## config.mk

```make
export PLATFORM = sky130hd
export DESIGN_NAME = ldst_regunit
export DESIGN_NICKNAME = d
export VERILOG_FILES = /design/src/rtl/ldst_pkg.sv /design/src/rtl/ldst_decode.sv /design/src/rtl/ldst_bank.sv /design/src/rtl/ldst_xfer_fsm.sv /design/src/rtl/ldst_regunit.sv
export SDC_FILE = /design/constraint.sdc
export NUM_CORES = 2
export LEC_CHECK = 0
export ABC_AREA = 0
export BUFFER_PORTS_ARGS = -buffer_cell sky130_fd_sc_hd__buf_2
export CORE_MARGIN = 2
export CORE_UTILIZATION = 30
export DETAILED_ROUTE_END_ITERATION = 10
export PLACE_DENSITY = 0.54
export SLEW_MARGIN = 25
export SYNTH_ARGS = -nofsm -noshare
export SYNTH_HDL_FRONTEND = slang
export SYNTH_SLANG_ARGS = --single-unit
```

## constraint.sdc

```tcl
create_clock -name clk -period 7.9 [get_ports clk]
set_input_delay 0.79 -clock clk [delete_from_list [all_inputs] [get_ports clk]]
set_output_delay 0.79 -clock clk [all_outputs]
set_load 0.02 [all_outputs]
```

## src/rtl/ldst_pkg.sv

```systemverilog
package ldst_pkg;

    localparam int DATA_W  = 60;
    localparam int ADDR_W  = 18;
    localparam int NREG    = 8;
    localparam int IDX_W   = $clog2(NREG);
    localparam int OP_W    = 6;
    localparam int INSTR_W = OP_W + 2 * IDX_W + ADDR_W;
    localparam int LOAD_HI = 5;   // A1..LOAD_HI load, above store

    localparam logic [OP_W-1:0] OP_XADD = 6'h01;
    localparam logic [OP_W-1:0] OP_XSUB = 6'h02;
    localparam logic [OP_W-1:0] OP_XAND = 6'h03;
    localparam logic [OP_W-1:0] OP_XXOR = 6'h04;
    localparam logic [OP_W-1:0] OP_AIDX = 6'h05;
    localparam logic [OP_W-1:0] OP_BIDX = 6'h06;
    localparam logic [OP_W-1:0] OP_AOFS = 6'h21;
    localparam logic [OP_W-1:0] OP_ABAS = 6'h22;
    localparam logic [OP_W-1:0] OP_BOFS = 6'h23;
    localparam logic [OP_W-1:0] OP_XLIT = 6'h24;

    typedef enum logic [1:0] {RC_NONE, RC_X, RC_A, RC_B} rcls_e;
    typedef enum logic [1:0] {BS_ZERO, BS_X, BS_B, BS_DISP} bsel_e;
    typedef enum logic [1:0] {AL_ADD, AL_SUB, AL_AND, AL_XOR} alu_e;
    typedef enum logic [1:0] {ST_IDLE, ST_ISSUE, ST_WAIT} xst_e;

    typedef struct packed {
        rcls_e              dst_cls;
        logic [IDX_W-1:0]   dst;
        rcls_e              a_cls;
        logic [IDX_W-1:0]   a_idx;
        bsel_e              b_sel;
        logic [IDX_W-1:0]   b_idx;
        alu_e               alu;
        logic [ADDR_W-1:0]  disp;
    } dec_t;

endpackage

```

## src/rtl/ldst_decode.sv

```systemverilog
module ldst_decode
    import ldst_pkg::*;
(
    input  logic [INSTR_W-1:0] word,
    output dec_t               dec
);

    logic [OP_W-1:0]  op;
    logic [IDX_W-1:0] fi, fj, fk;

    assign op = word[INSTR_W-1 -: OP_W];
    assign fi = word[INSTR_W-OP_W-1 -: IDX_W];
    assign fj = word[INSTR_W-OP_W-IDX_W-1 -: IDX_W];
    assign fk = word[ADDR_W-1 -: IDX_W];

    always_comb begin
        dec.dst_cls = RC_NONE;
        dec.dst     = fi;
        dec.a_cls   = RC_NONE;
        dec.a_idx   = fj;
        dec.b_sel   = BS_ZERO;
        dec.b_idx   = fk;
        dec.alu     = AL_ADD;
        dec.disp    = word[ADDR_W-1:0];
        case (op)
            OP_XADD, OP_XSUB, OP_XAND, OP_XXOR: begin
                dec.dst_cls = RC_X;
                dec.a_cls   = RC_X;
                dec.b_sel   = BS_X;
                case (op)
                    OP_XSUB: dec.alu = AL_SUB;
                    OP_XAND: dec.alu = AL_AND;
                    OP_XXOR: dec.alu = AL_XOR;
                    default: dec.alu = AL_ADD;
                endcase
            end
            OP_AIDX: begin
                dec.dst_cls = RC_A;
                dec.a_cls   = RC_A;
                dec.b_sel   = BS_B;
            end
            OP_BIDX: begin
                dec.dst_cls = RC_B;
                dec.a_cls   = RC_B;
                dec.b_sel   = BS_B;
            end
            OP_AOFS: begin
                dec.dst_cls = RC_A;
                dec.a_cls   = RC_A;
                dec.b_sel   = BS_DISP;
            end
            OP_ABAS: begin
                dec.dst_cls = RC_A;
                dec.a_cls   = RC_B;
                dec.b_sel   = BS_DISP;
            end
            OP_BOFS: begin
                dec.dst_cls = RC_B;
                dec.a_cls   = RC_B;
                dec.b_sel   = BS_DISP;
            end
            OP_XLIT: begin
                dec.dst_cls = RC_X;
                dec.b_sel   = BS_DISP;
            end
            default: begin
                dec.dst_cls = RC_NONE;
            end
        endcase
    end

endmodule

```

## src/rtl/ldst_bank.sv

```systemverilog
module ldst_bank #(
    parameter int W     = 60,
    parameter int N     = 8,
    parameter int NRD   = 1,
    parameter int NWR   = 1,
    parameter bit ZERO0 = 1'b0,
    localparam int IW   = $clog2(N)
) (
    input  logic                    clk,
    input  logic                    rst_n,
    input  logic [NRD-1:0][IW-1:0]  rd_idx,
    output logic [NRD-1:0][W-1:0]   rd_data,
    input  logic [NWR-1:0]          wr_en,
    input  logic [NWR-1:0][IW-1:0]  wr_idx,
    input  logic [NWR-1:0][W-1:0]   wr_data
);

    logic [N-1:0][W-1:0] cells;

    for (genvar g = 0; g < N; g++) begin : g_cell
        if (ZERO0 && g == 0) begin : g_zero
            assign cells[g] = '0;
        end else begin : g_reg
            logic [W-1:0] q;
            always_ff @(posedge clk or negedge rst_n) begin
                if (!rst_n) begin
                    q <= '0;
                end else begin
                    for (int p = 0; p < NWR; p++) begin
                        if (wr_en[p] && wr_idx[p] == IW'(g)) begin
                            q <= wr_data[p];
                        end
                    end
                end
            end
            assign cells[g] = q;
        end
    end

    for (genvar r = 0; r < NRD; r++) begin : g_rd
        assign rd_data[r] = cells[rd_idx[r]];
    end

    if (NWR > 1) begin : g_clash

        wport_clash_chk: assert property (@(posedge clk) disable iff (!rst_n)
            !(wr_en[0] && wr_en[1] && wr_idx[0] == wr_idx[1]));
    end

endmodule

```

## src/rtl/ldst_xfer_fsm.sv

```systemverilog
module ldst_xfer_fsm
    import ldst_pkg::*;
#(
    parameter int AW = ADDR_W,
    parameter int DW = DATA_W,
    parameter int IW = IDX_W
) (
    input  logic          clk,
    input  logic          rst_n,
    input  logic          start,
    input  logic          start_load,
    input  logic [IW-1:0] start_idx,
    input  logic [AW-1:0] start_addr,
    input  logic          mem_rvalid,
    input  logic [DW-1:0] mem_rdata,
    output logic          busy,
    output logic [IW-1:0] pend_idx,
    output logic          mem_req,
    output logic          mem_we,
    output logic [AW-1:0] mem_addr,
    output logic          fill_we,
    output logic [IW-1:0] fill_idx,
    output logic [DW-1:0] fill_data
);

    xst_e          state, nxt;
    logic          pend_load;
    logic [AW-1:0] pend_addr;

    always_comb begin
        nxt = state;
        unique case (state)
            ST_IDLE:  if (start) nxt = ST_ISSUE;                    // T_START
            ST_ISSUE: nxt = pend_load ? ST_WAIT : ST_IDLE;          // T_LOAD / T_STORE_DONE
            ST_WAIT:  nxt = mem_rvalid ? ST_IDLE : ST_WAIT;         // T_FILL / T_HOLD
            default:  nxt = ST_IDLE;
        endcase
    end

    always_ff @(posedge clk or negedge rst_n) begin
        if (!rst_n) state <= ST_IDLE;
        else        state <= nxt;
    end

    always_ff @(posedge clk or negedge rst_n) begin
        if (!rst_n) begin
            pend_load <= 1'b0;
            pend_idx  <= '0;
            pend_addr <= '0;
        end else if (state == ST_IDLE && start) begin
            pend_load <= start_load;
            pend_idx  <= start_idx;
            pend_addr <= start_addr;
        end
    end

    always_comb begin
        busy      = (state != ST_IDLE);
        mem_req   = (state == ST_ISSUE);
        mem_we    = (state == ST_ISSUE) && !pend_load;
        mem_addr  = pend_addr;
        fill_we   = (state == ST_WAIT) && mem_rvalid;
        fill_idx  = pend_idx;
        fill_data = mem_rdata;
    end


    load_req_chk: assert property (@(posedge clk) disable iff (!rst_n)
        (start && start_load && !busy) |=> (mem_req && !mem_we && mem_addr == $past(start_addr)));

    store_req_chk: assert property (@(posedge clk) disable iff (!rst_n)
        (start && !start_load && !busy) |=> (mem_req && mem_we));

    store_end_chk: assert property (@(posedge clk) disable iff (!rst_n)
        (mem_req && mem_we) |=> !busy);

    no_restart_chk: assert property (@(posedge clk) disable iff (!rst_n)
        busy |-> !start);

    wait_hold_chk: assert property (@(posedge clk) disable iff (!rst_n)
        (busy && !mem_req && !mem_rvalid) |=> busy);

endmodule

```

## src/rtl/ldst_regunit.sv

```systemverilog
module ldst_regunit
    import ldst_pkg::*;
#(
    parameter int DW = DATA_W,
    parameter int AW = ADDR_W,
    parameter int N  = NREG,
    parameter int IW_ = INSTR_W,
    localparam int XW = $clog2(N)
) (
    input  logic           clk,
    input  logic           rst_n,
    input  logic           instr_valid,
    input  logic [IW_-1:0] instr_word,
    output logic           instr_ready,
    output logic           busy,
    output logic           mem_req,
    output logic           mem_we,
    output logic [AW-1:0]  mem_addr,
    output logic [DW-1:0]  mem_wdata,
    input  logic           mem_rvalid,
    input  logic [DW-1:0]  mem_rdata
);

    dec_t          dec;
    logic          accept, trig, hazard, start, start_load;
    logic [XW-1:0] pend_idx, fill_idx;
    logic          fill_we;
    logic [DW-1:0] fill_data;
    logic [DW-1:0] xj, xk, xs, opa, opb, res;
    logic [AW-1:0] aj, bj, bk;
    logic          x_we, a_we, b_we;

    ldst_decode u_dec (.word(instr_word), .dec(dec));

    ldst_bank #(.W(DW), .N(N), .NRD(3), .NWR(2), .ZERO0(1'b0)) u_xbank (
        .clk, .rst_n,
        .rd_idx ({pend_idx, dec.b_idx, dec.a_idx}),
        .rd_data({xs, xk, xj}),
        .wr_en  ({fill_we, x_we}),
        .wr_idx ({fill_idx, dec.dst}),
        .wr_data({fill_data, res})
    );

    ldst_bank #(.W(AW), .N(N), .NRD(1), .NWR(1), .ZERO0(1'b0)) u_abank (
        .clk, .rst_n,
        .rd_idx (dec.a_idx),
        .rd_data(aj),
        .wr_en  (a_we),
        .wr_idx (dec.dst),
        .wr_data(res[AW-1:0])
    );

    ldst_bank #(.W(AW), .N(N), .NRD(2), .NWR(1), .ZERO0(1'b1)) u_bbank (
        .clk, .rst_n,
        .rd_idx ({dec.b_idx, dec.a_idx}),
        .rd_data({bk, bj}),
        .wr_en  (b_we),
        .wr_idx (dec.dst),
        .wr_data(res[AW-1:0])
    );

    always_comb begin
        unique case (dec.a_cls)
            RC_X:    opa = xj;
            RC_A:    opa = DW'(aj);
            RC_B:    opa = DW'(bj);
            default: opa = '0;
        endcase
        unique case (dec.b_sel)
            BS_X:    opb = xk;
            BS_B:    opb = DW'(bk);
            BS_DISP: opb = DW'(dec.disp);
            default: opb = '0;
        endcase
        unique case (dec.alu)
            AL_SUB:  res = opa - opb;
            AL_AND:  res = opa & opb;
            AL_XOR:  res = opa ^ opb;
            default: res = opa + opb;
        endcase
    end

    assign trig   = (dec.dst_cls == RC_A) && (dec.dst != '0);
    assign hazard = trig
                 || (dec.a_cls == RC_X && dec.a_idx == pend_idx)
                 || (dec.b_sel == BS_X && dec.b_idx == pend_idx)
                 || (dec.dst_cls == RC_X && dec.dst == pend_idx);

    assign instr_ready = !(busy && hazard);
    assign accept      = instr_valid && instr_ready;
    assign x_we        = accept && dec.dst_cls == RC_X;
    assign a_we        = accept && dec.dst_cls == RC_A;
    assign b_we        = accept && dec.dst_cls == RC_B;
    assign start       = accept && trig;
    assign start_load  = (int'(dec.dst) <= LOAD_HI);
    assign mem_wdata   = xs;

    ldst_xfer_fsm #(.AW(AW), .DW(DW), .IW(XW)) u_fsm (
        .clk, .rst_n,
        .start, .start_load,
        .start_idx (dec.dst),
        .start_addr(res[AW-1:0]),
        .mem_rvalid, .mem_rdata,
        .busy, .pend_idx,
        .mem_req, .mem_we, .mem_addr,
        .fill_we, .fill_idx, .fill_data
    );


    a0_quiet_chk: assert property (@(posedge clk) disable iff (!rst_n)
        (accept && dec.dst_cls == RC_A && dec.dst == '0 && !busy) |=> !mem_req);

    b0_zero_chk: assert property (@(posedge clk) disable iff (!rst_n)
        (dec.a_cls == RC_B && dec.a_idx == '0) |-> (bj == '0));

    busy_span_chk: assert property (@(posedge clk) disable iff (!rst_n)
        (mem_req && !mem_we) |=> busy);

endmodule

```

==> results.txt <==
drt total wl - 224.5 mm
number of buffers created by CTS - 89
switching part of the total - 0.3626
final worst-path cycle share - 0.8975
Power Density - 237.0 nW/um2
Critical Path RT - 8570 ps
1st-pass router iterations - 8
maximum clock frequency - 141.0 MHz
number of synthesized flops with an enable pin - 0
Vias/cell - 6.332
area grow syn2layout - 12.85%
Hold-fix buffers, CTS - 0
Synth Cell Area - 52,270 um2
r2r worst-path depth - 23
status - completed
worst-path fanout max - 32
DRT antenna net count - 0
Root Driver - clkbuf_16
setup bufs post-CTS - 0
RSZ-0062 raised after global routing - no
flop-to-flop setup slack - 910 ps
met2 global-route usage - 0.3740
Crit Reg-Reg Endpoint - u_xbank.g_cell[5].g_reg.q[56]
count of cell types in the netlist - 96
Tot GR Track Use - 0.2456
NumNets Final - 5,154
first-pass GRT wire length - 326.2 mm
sum of negative setup slack - 0 ps
Leak Pwr - 24.88 nW
Clock Pin Slew Worst Setup and Hold Paths - 70 ps
layout cells sized above 1 - 0.2252
startpoint class of the critical path - primary input
worst-skew pair later-pin latency - 770 ps
Avg Cell Area, Syn - 10.48 um2
Worst IR Drop VDD - 0.1837 mV
register area share after synthesis - 0.3705
die span in y - 421.4 um
CTS H-Tree Depth - 3
largest net degree at the start of global routing - 180
final hold vios - 0
crit path kind - primary input to register
Port Buffers - 175
antenna violations before repair - 26
clock network power share - 0.312
Synth area leaders - dfrtp_1 (37%), mux4_2 (16%), o21ai_0 (5.2%)
final setup violating endpoints - 0
Worst Tran Pin Value - 1087 ps
vias - 46,590
skew final - 65.66 ps
Combinational Power Share - 0.312
Core Rows - 153
Syn. warnings - 0
ys async rst share - 1.000
drt first-iter violations - 6,453
Sink Count - 774
dpl cells - 7,176
Setup crit end kind - register
top cell type's share of synthesized area - 0.3705
syn nets - 5,200
core area - 173,400 um2
Initial Utilization - 0.3014
remaining global-route overflow - 0
Top Usage Layer GRT - met2
clock buffer depth - 3
Most used DFF post-synth - dfrtp_1
post-DR wirelength/cell - 30.51 um
worst min path class - primary input to async pin
Net Sw Power - 5.069 mW
CTS resizes - 0
Final HPWL DP - 143.3 mm
max-slew headroom at the worst pin - 0.2739
Reg2Reg Launch Point - u_bbank.g_cell[4].g_reg.q[4]
Post-Layout Cell Count - 7,357
number of global-route vias before repair - 45,190
drt drc - 0
DIE WIDTH - 421.4 um
synthesized instance count - 4,990
CTS tree - built
critical path arrival - 7760 ps
minimum clock period - 7090 ps
Yosys top cell by area - dfrtp_1
Die Area - 177,600 um2
register bit total from synthesis - 774
P_int - 8.913 mW
max-slew violations - 0
Final GP Congestion - 0.9661
IO Count - 176
max cap viols - 0
met3 usage - 0.05366
met1 Resource Use GR - 0.3253
power share of the sequential group - 0.376
==> layer usage <==
metal	part of all wire	wire length, um
met5	0.00023	52
met1	0.39	88300
met4	0.059	13260
met2	0.45	99920
met3	0.10	22940
==> power by group through the flow <==
stage | clock [mW] | combinational, mW | sequential (mW)
6_report | 4.36 | 4.37 | 5.25
5_1_grt | 4.57 | 4.68 | 5.32
4_1_cts | 4.41 | 4.35 | 5.22
3_5_place_dp | 0 | 4.33 | 5.28
3_3_place_gp | 0 | 4.29 | 5.25
2_1_floorplan | 0 | 2.97 | 5.05
==> registers in the layout, indices dropped and copies added, names as in the netlist <==
| register | count |
|---|---|
| u_bbank.g_cell.g_reg.q | 126 |
| u_xbank.g_cell.g_reg.q | 480 |
| u_fsm.fill_idx | 3 |
| u_fsm.mem_addr | 18 |
| u_fsm.state | 2 |
| u_abank.g_cell.g_reg.q | 144 |
| u_fsm.pend_load | 1 |
==> area by class of cell <==
class,count,area (um2)
sequential,774,19380
clock inverter,39,489.2
tap,2325,2909
fill,17580,114400
antenna,15,37.54
clock buffer,125,2502
multi-input combinational,3619,30600
timing repair buffer,409,2877
inverter,51,192.7
==> worst max-delay path, cell delays in order <==
cell and delay, ps:
buf_8 290, buf_12 300, mux4_2 570, nor2_1 110, nor2_1 80, a221oi_2 320, ha_1 230, and2_1 230
nand3b_1 180, or2_1 370, nor2b_2 260, nand2_1 140, o21ai_1 170, xnor2_1 90, ha_1 370, and3_1 260
a221oi_1 320, o41a_1 190, o221ai_1 130, a311o_1 380, a41oi_1 430, o21ai_1 210, o21a_1 230, nor2_1 150
mux2i_1 650, a221o_1 250
==> Yosys cell counts (37+ instances only) <==
cell / count
inv_1: 47
a221oi_1: 90
a221o_1: 197
mux4_2: 380
o21ai_0: 543
clkbuf_1: 355
xor2_1: 37
mux2i_1: 163
buf_2: 59
a22oi_1: 281
a22o_1: 138
nor2_1: 377
a21oi_1: 253
xnor2_1: 74
dfrtp_1: 774
a21o_1: 54
mux2_2: 98
nand2_1: 391
buf_1: 72
ha_1: 115
==> logic make-up after synthesis <==
family | count (synthesis) | share of synthesized area
AO/OA/AOI/OAI | 1766 | 0.2330
AND/OR/NAND/NOR | 975 | 0.08033
buffers and inverters | 597 | 0.04998
XOR/XNOR | 113 | 0.01922
multiplexers | 649 | 0.2190
adder cells (fa/ha/maj) | 116 | 0.02791
flip-flops | 774 | 0.3705
==> metrics by stage <==
| step | power [mW] | util | setup WS, ps | instance area, um2 | hold slack (ps) |
|---|---|---|---|---|---|
| 2_1_floorplan | 8.019 | - | 1182 | 52270 | 444.6 |
| 3_3_place_gp | 9.544 | 0.3222 | 222.0 | 55890 | 457.2 |
| 3_5_place_dp | 9.610 | 0.3224 | 153.7 | 55920 | 466.8 |
| 4_1_cts | 13.98 | 0.3397 | 914.6 | 58910 | 49.34 |
| 5_1_grt | 14.57 | 0.3401 | 485.5 | 58990 | 68.15 |
| 6_report | 13.98 | 0.3401 | 809.7 | 58990 | 10.16 |
==> how the worst max path moves through the flow <==
stage	startpoint	end	slack, ps	cells past startpoint
final	instr_word[15]	u_xbank.g_cell[5].g_reg.q[56]	810	26
after global routing	instr_word[15]	u_xbank.g_cell[3].g_reg.q[56]	490	23
after CTS	instr_word[15]	u_xbank.g_cell[5].g_reg.q[56]	910	23
after detailed placement	instr_word[15]	u_xbank.g_cell[4].g_reg.q[56]	150	26
after global placement	instr_word[15]	u_xbank.g_cell[5].g_reg.q[56]	220	23
after floorplan	instr_word[16]	u_xbank.g_cell[5].g_reg.q[56]	1180	30
==> placed cells by master, fill, tap and decap left out, types with 47 or more instances in the layout <==
cell	n
mux4_2	380
dfrtp_1	771
a221o_1	197
nor2_1	358
ha_1	115
mux2_2	98
nand2_1	383
o21ai_0	543
buf_4	218
a22o_1	138
a21oi_1	250
clkbuf_16	89
inv_1	47
xnor2_1	74
a21o_1	52
a221oi_1	89
a22oi_1	281
mux2i_1	163
buf_2	169
No activity file was read; power rests on OpenSTA's default activity.
